<file path="config.mk">
export PLATFORM = sky130hd
export DESIGN_NAME = sar_sequencer
export DESIGN_NICKNAME = d
export VERILOG_FILES = /design/src/rtl/sar_pkg.sv /design/src/rtl/sar_ctrl_fsm.sv /design/src/rtl/sar_trial_reg.sv /design/src/rtl/sar_sequencer.sv
export SDC_FILE = /design/constraint.sdc
export NUM_CORES = 1
export LEC_CHECK = 0
export CORE_MARGIN = 2
export CORE_UTILIZATION = 58
export DETAILED_ROUTE_END_ITERATION = 8
export DONT_BUFFER_PORTS = 1
export GPL_TIMING_DRIVEN = 0
export PLACE_DENSITY = 0.74
export SYNTH_ARGS = -nofsm -noshare
export SYNTH_HDL_FRONTEND = slang
export SYNTH_SLANG_ARGS = --single-unit
</file>
<file path="constraint.sdc">
create_clock -name clk -period 1.3 [get_ports clk]
set_input_delay 0.26 -clock clk [delete_from_list [all_inputs] [get_ports clk]]
set_output_delay 0.26 -clock clk [all_outputs]
set_load 0.005 [all_outputs]
</file>
<file path="src/rtl/sar_pkg.sv">
package sar_pkg;

    // Control states of the conversion sequencer
    typedef enum logic [1:0] {
        SAR_IDLE    = 2'd0,
        SAR_CONVERT = 2'd1,
        SAR_FINISH  = 2'd2
    } sar_state_e;

endpackage

</file>
<file path="src/rtl/sar_ctrl_fsm.sv">
module sar_ctrl_fsm
    import sar_pkg::*;
(
    input  logic clk,
    input  logic rst_n,
    input  logic start_i,
    input  logic last_i,
    output logic load_o,
    output logic step_o,
    output logic busy_o,
    output logic done_o
);

    sar_state_e state_q;
    sar_state_e state_d;

    // State register
    always_ff @(posedge clk or negedge rst_n) begin
        if (!rst_n) begin
            state_q <= SAR_IDLE;
        end else begin
            state_q <= state_d;
        end
    end

    // Next-state logic
    always_comb begin
        state_d = state_q;
        unique case (state_q)
            SAR_IDLE: begin
                if (start_i) begin
                    state_d = SAR_CONVERT;
                end
            end
            SAR_CONVERT: begin
                if (last_i) begin
                    state_d = SAR_FINISH;
                end
            end
            SAR_FINISH: begin
                state_d = SAR_IDLE;
            end
            default: begin
                state_d = SAR_IDLE;
            end
        endcase
    end

    // Output logic
    always_comb begin
        load_o = 1'b0;
        step_o = 1'b0;
        busy_o = 1'b0;
        done_o = 1'b0;
        unique case (state_q)
            SAR_IDLE: begin
                load_o = start_i;
            end
            SAR_CONVERT: begin
                step_o = 1'b1;
                busy_o = 1'b1;
            end
            SAR_FINISH: begin
                done_o = 1'b1;
            end
            default: begin
                load_o = 1'b0;
            end
        endcase
    end

endmodule

</file>
<file path="src/rtl/sar_trial_reg.sv">
module sar_trial_reg #(
    parameter int WIDTH = 8
) (
    input  logic             clk,
    input  logic             rst_n,
    input  logic             load_i,
    input  logic             step_i,
    input  logic             keep_i,
    output logic [WIDTH-1:0] trial_o,
    output logic             last_o
);

    localparam logic [WIDTH-1:0] TOP_MASK = {1'b1, {(WIDTH-1){1'b0}}};

    logic [WIDTH-1:0] trial_q;   // trial word, also the result
    logic [WIDTH-1:0] probe_q;   // one-hot pointer to the bit under test
    logic [WIDTH-1:0] decided;
    logic [WIDTH-1:0] trial_d;

    // Keep or drop the bit under test, then raise the next lower bit
    always_comb begin
        decided = keep_i ? trial_q : (trial_q & ~probe_q);
        trial_d = decided | (probe_q >> 1);
    end

    always_ff @(posedge clk or negedge rst_n) begin
        if (!rst_n) begin
            trial_q <= '0;
            probe_q <= '0;
        end else if (load_i) begin
            trial_q <= TOP_MASK;
            probe_q <= TOP_MASK;
        end else if (step_i) begin
            trial_q <= trial_d;
            probe_q <= probe_q >> 1;
        end
    end

    assign trial_o = trial_q;
    assign last_o  = probe_q[0];

endmodule

</file>
<file path="src/rtl/sar_sequencer.sv">
module sar_sequencer #(
    parameter int WIDTH = 8
) (
    input  logic             clk,
    input  logic             rst_n,
    input  logic             start_i,
    input  logic             cmp_above_i,
    output logic [WIDTH-1:0] dac_code_o,
    output logic [WIDTH-1:0] result_o,
    output logic             busy_o,
    output logic             done_o
);

    logic load;
    logic step;
    logic last;
    logic [WIDTH-1:0] trial;

    sar_ctrl_fsm u_fsm (
        .clk     (clk),
        .rst_n   (rst_n),
        .start_i (start_i),
        .last_i  (last),
        .load_o  (load),
        .step_o  (step),
        .busy_o  (busy_o),
        .done_o  (done_o)
    );

    sar_trial_reg #(
        .WIDTH (WIDTH)
    ) u_trial (
        .clk     (clk),
        .rst_n   (rst_n),
        .load_i  (load),
        .step_i  (step),
        .keep_i  (cmp_above_i),
        .trial_o (trial),
        .last_o  (last)
    );

    // One register serves both the DAC and the output word
    assign dac_code_o = trial;
    assign result_o   = trial;

endmodule

</file>
Yosys cells after proc, flatten, opt, wreduce, memory -nomap -nowiden
Cells that the tools add are included.
Cells by class
  reductions and logical operators: 3
  bitwise logic cells: 3
  multiplexer cells: 11
  eq/ne operators: 4
Operators by type and width (number)
  8-bit two-way mux: 5
  8-bit AND: 1
  8-bit inverter: 1
  8-bit by 7-bit OR with 8-bit output: 1
  2-bit two-way mux: 2
  2-bit case mux with 2 select lines: 1
  1-bit two-way mux: 3
  2-bit by 1-bit == test with 1-bit output (second input constant): 1
  2-bit == test (second input constant): 1
  2-bit logical NOT: 1
  2-bit by 1-bit != test with 1-bit output (second input constant): 1
  2-bit != test (second input constant): 1
  2-bit AND reduction: 1
  2-bit nonzero test: 1
Storage, ports and cells
  output and inout port bits: 18
  flip-flop bits (word level): 18
  word-level logic and storage cells: 24
  input port bits: 4

Logic depth before layout (Yosys ltp)
Gate-level depths: netlist of the first run.
  depth after elaboration: 6
  depth in mapped cells: 4
  mapped depth without buffers: 3

Cells and area by module
A second synthesis of the first run with hierarchy kept.
Unflattened totals
  cell total of the unflattened synthesis: 79
  area total of the unflattened synthesis: 879.6 µm²
Modules (own cells, without submodules)
  sar_trial_reg: seq. area each 400.4 µm², instances 1, cells each 61, area an instance 710.7 µm²
  sar_ctrl_fsm: seq. area each 50.0 µm², instances 1, cells each 10, area an instance 108.9 µm²
  sar_sequencer: seq. area each 0.0 µm², instances 1, cells each 8, area an instance 60.1 µm²

Worst setup path after synthesis of the first run
No wires, ideal clock.
  kind: register to register
  start point: register u_fsm.state_q[1]
  end point: register u_trial.trial_q[0], in the netlist u_trial.trial_o[0]
  buffers on the path: 0
  arrival time: 1019 ps
  stages on the path, launching flop included: 4
  setup time: 122 ps
  data required time: 1178 ps
  period minus slack after synthesis: 1140 ps
  setup slack: 160 ps
  cell sequence: dfrtp_1 nor3b_4 nand2_1 a32o_1
On the way
  longest elaborated chain between the ends: 3
  elaborated cells between the ends (all ways): 6
  those cells by class: 1 x eq/ne; 3 x mux; 2 x reduce/logical
Ends and longest elaborated chain
  from (decl): line sar_ctrl_fsm.sv:14  | sar_state_e state_q;
  from (signal assigned): line sar_ctrl_fsm.sv:22  | state_q <= state_d;
  2-bit by 1-bit == test with 1-bit output / 2-bit logical NOT (equally long branches): line sar_ctrl_fsm.sv:55  | unique case (state_q)
  1-bit two-way mux: line sar_ctrl_fsm.sv:55
  2-bit nonzero test (no line) / 8-bit two-way mux (equally long branches)
  to (signal assigned): line sar_trial_reg.sv:34  | trial_q <= trial_d;
  to (decl): line sar_trial_reg.sv:15  | logic [WIDTH-1:0] trial_q;
Parallel ways exist; a longest one is shown, timed or not.
A chain may end at the register's enable or synchronous reset.

Worst setup path in the final report of the first run
  start point: register u_fsm.state_q[1]
  end point: register u_trial.trial_q[4], in the netlist u_trial.trial_o[4]
Same word-level chain as after synthesis.

==> impl_metrics.ini, run 1 <==
[placed_design]
gp_congestion = 0.6828
placed_area_um2 = 810.8
pre_cts_ws_ps = 4.149
dpl.hpwl_um = 949.5
port_buffers = 0

[logic_synthesis]
synth.distinct_cells = 19
synth_nets = 70
syn_inst = 66
syn_area_per_cell_um2 = 12.00
synth-seq-cells = 18
ys_seq_area_frac = 0.5687
ys.warnings.count = 0
mappedNetlistArea_um2 = 792.0

[setup_path]
rr_startpoint = u_fsm.state_q[1]
worst-path-stages = 5
crit_chain = buf_6 > nor3b_4 > buf_6 > nand2_2 > a32o_1
ff2ff_setup_slack_ps = -40
crit_slowest_cell = dfrtp_2
worst-setup-path-type = flip-flop to flip-flop
path_delay_family = flip-flops
cp_max_fo = 7
path_buf_inv = 2
start_kind = flip-flop
critical_path_arrival_ps = 1510
critPathCaptureType = flip-flop
reg2reg_depth = 5
critPathRequiredTime_ps = 1470
worst_r2r_endpoint = u_trial.trial_o[4]
crit_path_frequent_cell = buf_6
cp_slowest_stage_delay_ps = 450

[sta]
fin_crit_ps = 1340
rsz0062_at_grt = true
slew_headroom = 0.4647
skew_ps = 5.951
fmax_ghz = 0.7460
post-route-period-util = 1.031
tightest_slew_ps = 800.3
finalMaxSlewViolations = 0
setup_slack_ps = -40.49
hold_violations = 0
finalSetupViolations = 6

[floorplanning]
design.die.area_um2 = 1677
rows = 13
io_pins = 22
initial_core_util = 0.6164
core_um2 = 1285
chipWidth_um = 40.96
die_height_um = 40.96

[routing]
vias = 539
drt-total-wl_mm = 1.517
drt_pre_antenna_iters = 4
drt_iter0_markers = 11
antenna_left = 0
wl_per_cell_um = 16.86
drc = 0
viasPerCell = 5.989

[clock_tree]
root_buffer = clkbuf_4
cts_buffers = 3
cts_max_level = 1
cts_buffer_depth = 2
cts_tree = built
clkSinkCount = 18
clock_latency_ps = 280
clk_pin_slew_worst_paths_ps = 100

[worst_hold_path]
min_to = u_trial.trial_o[7]
hp-class = primary input to flip-flop
hp-start = cmp_above_i
hold_path_depth = 2

[global_route]
grt_pass1_vias = 491
grt_usage = 0.2299
grt_overflow_total = 0
antenna_found_initial = 0
grt_pass1_wl_mm = 2.346
grt_max_degree = 19

[power_and_ir_drop]
peakVddDrop_mv = 1.381
p_leak_uw = 0.0004464
power_density_nw_per_um2 = 2649
sw_frac_of_total = 0.3398
intPower_uw = 1637
p_sw_uw = 842.2
pwr-share-clk = 0.106
comb_power_share = 0.475
total_power_uw = 2479
seqPwrFrac = 0.419

[layout]
fillCellCount = 84
layout_commonest_cell = dfrtp_1
finalNetCount = 81
design_area_um2 = 935.9
num_antenna_cells = 0
syn_to_final_growth_pct = 18.17
drive_gt1_frac = 0.3333
final_cell_mix = dfrtp_1, buf_4, nand2_1, a32o_1, a22o_1

[outcome]
violations = setup timing
run_status = finished with violations

[run]
drv_cap = 0
## synth_stat cells, drive strengths merged
| library cell | n | area [um^2] |
|---|---|---|
| dfrtp | 18 | 450.4 |
| a22o | 6 | 52.55 |
| o31ai | 1 | 7.510 |
| nand2b | 1 | 6.260 |
| o21ai | 2 | 10.00 |
| buf | 11 | 87.58 |
| a32o | 7 | 70.07 |
| o21bai | 1 | 7.510 |
| inv | 2 | 7.510 |
| nor2b | 3 | 21.27 |
| nand2 | 8 | 30.03 |
| a21oi | 1 | 5.000 |
| and2 | 1 | 6.260 |
| nor3b | 1 | 18.77 |
| nor2 | 3 | 11.26 |
## cell families after synthesis
logic type | count (synthesis) | share of synthesized area
AOI/OAI and AO/OA | 18 | 0.1927
buffers and inverters | 13 | 0.1201
DFF | 18 | 0.5687
and+or+nand+nor | 17 | 0.1185
## metal layers
layer / up-vias / track usage / part of all wire
li1: 249 / - / -
met1: 271 / 0.2797 / 0.43
met2: 17 / 0.3828 / 0.52
met3: 2 / 0.03804 / 0.040
met4: 0 / 0.1250 / 0.0092
met5: - / 0 / 0
## cell type report
| type | instances | area [um^2] | share of cell area |
|---|---|---|---|
| plain buffers | 10 | 82.58 | 0.08824 |
| clock buffers | 3 | 22.52 | 0.02406 |
| multi-input cells | 35 | 265.3 | 0.2834 |
| inverters | 2 | 7.507 | 0.008021 |
| repair buffers | 7 | 87.58 | 0.09358 |
| well taps | 15 | 18.77 | 0.02005 |
| flip-flops and latches | 18 | 451.7 | 0.4826 |
## registers in the layout, indices dropped and copies added, names as in the netlist
signal and cells:
u_fsm.state_q 2, u_trial.trial_o 8, u_trial.probe_q 8
## worst register-to-register path, delay by kind of cell, from the launching register on
kind | cells | cell delay, ps
AND/OR/NAND/NOR | 2 | 230
flip-flops | 1 | 450
AO/OA/AOI/OAI | 1 | 250
buffers and inverters | 2 | 290
## power by group through the flow
stage | combinational, uW | clock (uW) | sequential, uW
after floorplan | 717 | 0 | 1000
after global placement | 815 | 0 | 1050
after detailed placement | 845 | 0 | 1060
after CTS | 1190 | 271 | 1030
after global routing | 1280 | 293 | 1080
final | 1180 | 262 | 1040
## metrics by stage
| stage | utilization | instances | TNS, ps | hold slack, ps |
|---|---|---|---|---|
| final | 0.7283 | 90 | -98.11 | 196.3 |
| after detailed placement | 0.6310 | 81 | 0 | -35.24 |
| after global placement | 0.6310 | 81 | 0 | -35.25 |
| after CTS | 0.7264 | 90 | -35.21 | 191.6 |
| after floorplan | - | 66 | 0 | -35.59 |
| after global routing | 0.7283 | 90 | -545.8 | 216.9 |
## how the worst max path moves through the flow
stage                startpoint                  to  slack, ps
2_1_floorplan  u_fsm.state_q[1]  u_trial.trial_o[0]        160
3_3_place_gp   u_fsm.state_q[1]  u_trial.trial_o[1]         20
3_5_place_dp   u_fsm.state_q[1]  u_trial.trial_o[5]          4
4_1_cts        u_fsm.state_q[1]              busy_o        -20
5_1_grt        u_fsm.state_q[1]  u_trial.trial_o[4]       -110
6_report       u_fsm.state_q[1]  u_trial.trial_o[4]        -40
## timing repair
action,CTS,global route
pin swaps,8,2
gates resized for setup,8,2
hold buffers,1,0
hold endpoints to repair,18,0
setup buffers,4,1
gates cloned,1,0
setup endpoints to repair,5,15
Note: power is estimated with default switching activity, not from simulation.
==> inputs of run 2 (changes only) <==
--- a/config.mk
+++ b/config.mk
@@ -5,12 +5,12 @@
 export SDC_FILE = /design/constraint.sdc
 export NUM_CORES = 1
 export LEC_CHECK = 0
-export CORE_MARGIN = 2
-export CORE_UTILIZATION = 58
+export CORE_AREA = 2 2 39 41
 export DETAILED_ROUTE_END_ITERATION = 8
+export DIE_AREA = 0 0 41 43
 export DONT_BUFFER_PORTS = 1
 export GPL_TIMING_DRIVEN = 0
-export PLACE_DENSITY = 0.74
+export PLACE_DENSITY = 0.75
 export SYNTH_ARGS = -nofsm -noshare
 export SYNTH_HDL_FRONTEND = slang
 export SYNTH_SLANG_ARGS = --single-unit
==> constraint.sdc (replaced) <==
create_clock -name clk -period 1.6 [get_ports clk]
set_input_delay 0.32 -clock clk [delete_from_list [all_inputs] [get_ports clk]]
set_output_delay 0.32 -clock clk [all_outputs]
set_load 0.005 [all_outputs]
==> impl_metrics.ini, run 2 (synthesis results as in run 1) <==
[clock_tree]
clock_latency_ps = 280
root_buffer = clkbuf_4
cts_buffer_depth = 2
cts_tree = built
clk_pin_slew_worst_paths_ps = 90
clkSinkCount = 18
cts_max_level = 1
cts_setup_buffers = 0
cts_resized = 0
cts_buffers = 3

[sta]
tightest_slew_ps = 813.7
post-route-period-util = 0.9511
slew_headroom = 0.4558
hold_violations = 0
fmax_ghz = 0.6571
finalSetupViolations = 0
fin_crit_ps = 1522
rsz0062_at_grt = false
skew_ps = 3.848
finalMaxSlewViolations = 0
tns_ps = 0

[floorplanning]
die_height_um = 43
design.die.area_um2 = 1763
rows = 14
io_pins = 22
chipWidth_um = 41
core_um2 = 1384
initial_core_util = 0.5723

[layout]
finalNetCount = 76
final_cell_mix = dfrtp_1, nand2_1, buf_4
fillCellCount = 115
syn_to_final_growth_pct = 6.635
fin_cells = 86
drive_gt1_frac = 0.2286
final_core_util = 0.6103
layout_commonest_cell = dfrtp_1
num_antenna_cells = 0

[placed_design]
port_buffers = 0
gp_congestion = 0.7081
place_inst = 82
dpl.hpwl_um = 877.7

[routing]
drt_iter0_markers = 2
drt_pre_antenna_iters = 4
wl_per_cell_um = 15.00
drt-total-wl_mm = 1.290
drc = 0
antenna_left = 0
viasPerCell = 5.953
vias = 512

[power_and_ir_drop]
p_sw_uw = 617.1
intPower_uw = 1117
p_leak_uw = 0.0003868
comb_power_share = 0.389
seqPwrFrac = 0.488
pwr-share-clk = 0.122
total_power_uw = 1735
power_density_nw_per_um2 = 2054
sw_frac_of_total = 0.3558
peakVddDrop_mv = 0.9148

[setup_path]
cp_max_fo = 10
ff2ff_setup_slack_ps = 310
critPathRequiredTime_ps = 1280
start_kind = flip-flop
critical_path_arrival_ps = 1200
critPathCaptureType = primary output
worst-setup-path-type = flip-flop to primary output

[worst_hold_path]
hp-class = primary input to flip-flop

[run]
drv_cap = 0

[global_route]
grt_pass1_vias = 458
grt_max_degree = 19
grt_usage = 0.1831
grt_pass1_wl_mm = 2.104
grt_overflow_total = 0
antenna_found_initial = 0

[outcome]
run_status = complete, no violations
run 2: final timing paths:
check | startpoint | endpoint | depth (start not counted)
max reg2reg | u_fsm.state_q[1] | u_trial.trial_o[1] | 3
min in group asynchronous | rst_n | u_trial.probe_q[7] | 1
max in group asynchronous | rst_n | u_trial.trial_o[1] | 1
max | u_fsm.state_q[1] | busy_o | 3
min reg2reg | u_trial.probe_q[0] | u_fsm.state_q[0] | 1
min | cmp_above_i | u_trial.trial_o[7] | 2
run 2: layer usage:
layer	global-route usage	wire (um)
met3	0.04712	70
met4	0.1200	18
met2	0.2375	621
met1	0.2613	579
met5	0	0
run 2: final cells by class:
type / count / area (um^2) / share of cell area
buffer: 11 / 87.58 / 0.1037
inverter: 2 / 7.507 / 0.008889
sequential: 18 / 450.4 / 0.5333
multi-input combinational: 35 / 246.5 / 0.2919
timing repair buffer: 1 / 10.01 / 0.01185
tap: 16 / 20.02 / 0.02370
clock buffer: 3 / 22.52 / 0.02667
run 2: metrics by stage:
stage	setup WS (ps)	cell area, um^2	hold WS, ps
floorplan	456.8	792.0	24.41
global placement	336.8	812.0	24.85
detailed placement	310.6	812.0	24.86
CTS	65.77	844.6	280.8
global route	6.956	844.6	322.0
finish	78.26	844.6	286.4
run 2: worst max-delay path: stages, from the launching register on:
cell     delay (ps)
dfrtp_1         460
nor2b_1         170
buf_6           150
buf_6           140
run 2: power groups by stage:
stage          clock, uW  sequential [uW]  combinational, uW
2_1_floorplan          0              814                583
3_3_place_gp           0              851                663
3_5_place_dp           0              860                674
4_1_cts              216              849                686
5_1_grt              237              883                758
6_report             212              847                676
run 2: what timing repair did:
action,CTS,global route
endpoints found under the setup margin,0,0
hold buffers,1,0
hold endpoints to repair,18,0
==> inputs of run 3 (changes only) <==
--- a/config.mk
+++ b/config.mk
@@ -5,12 +5,13 @@
 export SDC_FILE = /design/constraint.sdc
 export NUM_CORES = 1
 export LEC_CHECK = 0
-export CORE_AREA = 2 2 39 41
+export ABC_AREA = 1
+export CORE_MARGIN = 2
+export CORE_UTILIZATION = 63
 export DETAILED_ROUTE_END_ITERATION = 8
-export DIE_AREA = 0 0 41 43
 export DONT_BUFFER_PORTS = 1
 export GPL_TIMING_DRIVEN = 0
-export PLACE_DENSITY = 0.75
+export PLACE_DENSITY = 0.79
 export SYNTH_ARGS = -nofsm -noshare
 export SYNTH_HDL_FRONTEND = slang
 export SYNTH_SLANG_ARGS = --single-unit
==> impl_metrics.ini, run 3 <==
[clock_tree]
clk_pin_slew_worst_paths_ps = 100
cts_buffer_depth = 2
root_buffer = clkbuf_4
clkSinkCount = 18
clock_latency_ps = 280
cts_tree = built
cts_max_level = 1
cts_buffers = 3
cts_resized = 0

[sta]
finalSetupViolations = 0
rsz0062_at_grt = false
hold_violations = 0
skew_ps = 3.025
fmax_ghz = 0.7080
tns_ps = 0
fin_crit_ps = 1412
slew_headroom = 0.4838
tightest_slew_ps = 771.8
finalMaxSlewViolations = 0
post-route-period-util = 0.8827
setup_slack_ps = 187.6

[routing]
vias = 614
drc = 0
viasPerCell = 5.074
wl_per_cell_um = 11.61
highest_layer = met4
antenna_left = 0
drt_pre_antenna_iters = 4
dr_wl_met2_um = 626
wl_met1_um = 658
drt-total-wl_mm = 1.405
drt_iter0_markers = 20
met3_length_um = 108

[placed_design]
gp_congestion = 0.7684
pre_cts_ws_ps = 371.0
dpl.hpwl_mm = 1.031
placed_area_um2 = 869.6
port_buffers = 0

[layout]
finalNetCount = 112
layout_commonest_cell = nand2_1
fillCellCount = 98
final_cell_mix = nand2_1, dfrtp_1, nand3_1
num_antenna_cells = 0
syn_to_final_growth_pct = 6.029
drive_gt1_frac = 0.1698
design_area_um2 = 902.1

[global_route]
grt_pass1_wl_mm = 2.221
grt_usage = 0.2132
antenna_found_initial = 0
grt_max_degree = 19
grt_pass1_vias = 464
grt_overflow_total = 0

[power_and_ir_drop]
p_leak_uw = 0.0004953
power_density_nw_per_um2 = 1906
peakVddDrop_mv = 1.085

[setup_path]
cp_max_fo = 10
critical_path_arrival_ps = 1090
critPathRequiredTime_ps = 1280
crit_slowest_cell = dfrtp_1
path_delay_family = flip-flops
start_kind = flip-flop
critPathCaptureType = primary output
worst-setup-path-type = flip-flop to primary output
crit_chain = inv_2 > nor2_4 > buf_6
cp_slowest_stage_delay_ps = 430
path_buf_inv = 2

[logic_synthesis]
synth_nets = 106
ys.warnings.count = 0
syn_inst = 102
synth.distinct_cells = 14
synth_most_common_cell = nand2_1
synth-seq-cells = 18
mappedNetlistArea_um2 = 850.8
syn_area_per_cell_um2 = 8.341
synthTopCellsByArea = dfrtp_1, nand2_1, nand3_1, buf_4, inv_1
synthArstFlopShare = 1.000
synth_flop_cell = dfrtp_1
yosysTopAreaCell = dfrtp_1
netlist_top_cells_count = nand2_1, dfrtp_1, nand3_1
ys_seq_area_frac = 0.5294
synth_top_area_frac = 0.5294
synth_edf_count = 0

[run]
drv_cap = 0

[floorplanning]
die_height_um = 40.75
rows = 13
core_um2 = 1285
io_pins = 22
chipWidth_um = 40.75
design.die.area_um2 = 1661
initial_core_util = 0.6621

[worst_hold_path]
hp-class = primary input to flip-flop

[outcome]
run_status = complete, no violations
[run 3: path summary, 6_finish.rpt]
kind	start	endpoint	slack [ps]	cells after the start
setup / recovery	u_fsm.state_q[0]	busy_o	190	3
hold / removal	cmp_above_i	u_trial.trial_o[7]	230	4
setup reg to reg	u_fsm.state_q[0]	u_trial.trial_o[1]	360	4
hold reg to reg	u_trial.probe_q[7]	u_trial.trial_o[6]	530	2
max in group asynchronous	rst_n	u_trial.trial_o[1]	580	1
min in group asynchronous	rst_n	u_trial.trial_o[2]	550	1
[run 3: kinds of logic (layout without fill, tap and decap cells)]
kind of cell	after synthesis	after routing	share of synthesized area
compound gates	10	10	0.05883
buf+inv	22	26	0.1426
flops	18	18	0.5294
simple gates	52	52	0.2691
[run 3: final cells by class]
class	count	area [um^2]	area share
flip-flops and latches	18	450.4	0.4993
multi-input cells	62	279.0	0.3093
plain buffers	10	76.32	0.08460
inverters	12	45.04	0.04993
clock buffers	3	22.52	0.02497
well taps	15	18.77	0.02080
repair buffers	1	10.01	0.01110
[run 3: timing repair]
| item | in CTS | in global routing |
|---|---|---|
| endpoints found under the hold margin | 18 | 0 |
| hold buffers | 1 | 0 |
| buffers inserted | 0 | 0 |
[run 3: metrics by stage]
stage	total power [uW]	instances	hold WS (ps)	util
2_1_floorplan	1377	102	24.41	-
3_3_place_gp	1490	117	24.71	0.6767
3_5_place_dp	1509	117	24.64	0.6767
4_1_cts	1735	121	223.8	0.7020
5_1_grt	1900	121	244.1	0.7020
6_report	1720	121	228.3	0.7020
[run 3: where the power goes]
part	leakage, uW	internal, uW	switching, uW
Sequential	0.000232	646	161
Clock	0.0000138	87.3	133
Combinational	0.000250	296	397
[run 3: layer usage]
metal / up-vias / GRT usage
met4: 0 / 0.1000
met5: - / 0
met3: 2 / 0.05435
li1: 323 / -
met1: 264 / 0.3216
met2: 25 / 0.2817
[run 3: worst register-to-register path: stages (launching register included)]
cell     delay [ps]
dfrtp_1         430
nor2_1          450
a21oi_1         130
nand2_1          80
nand2_1          40
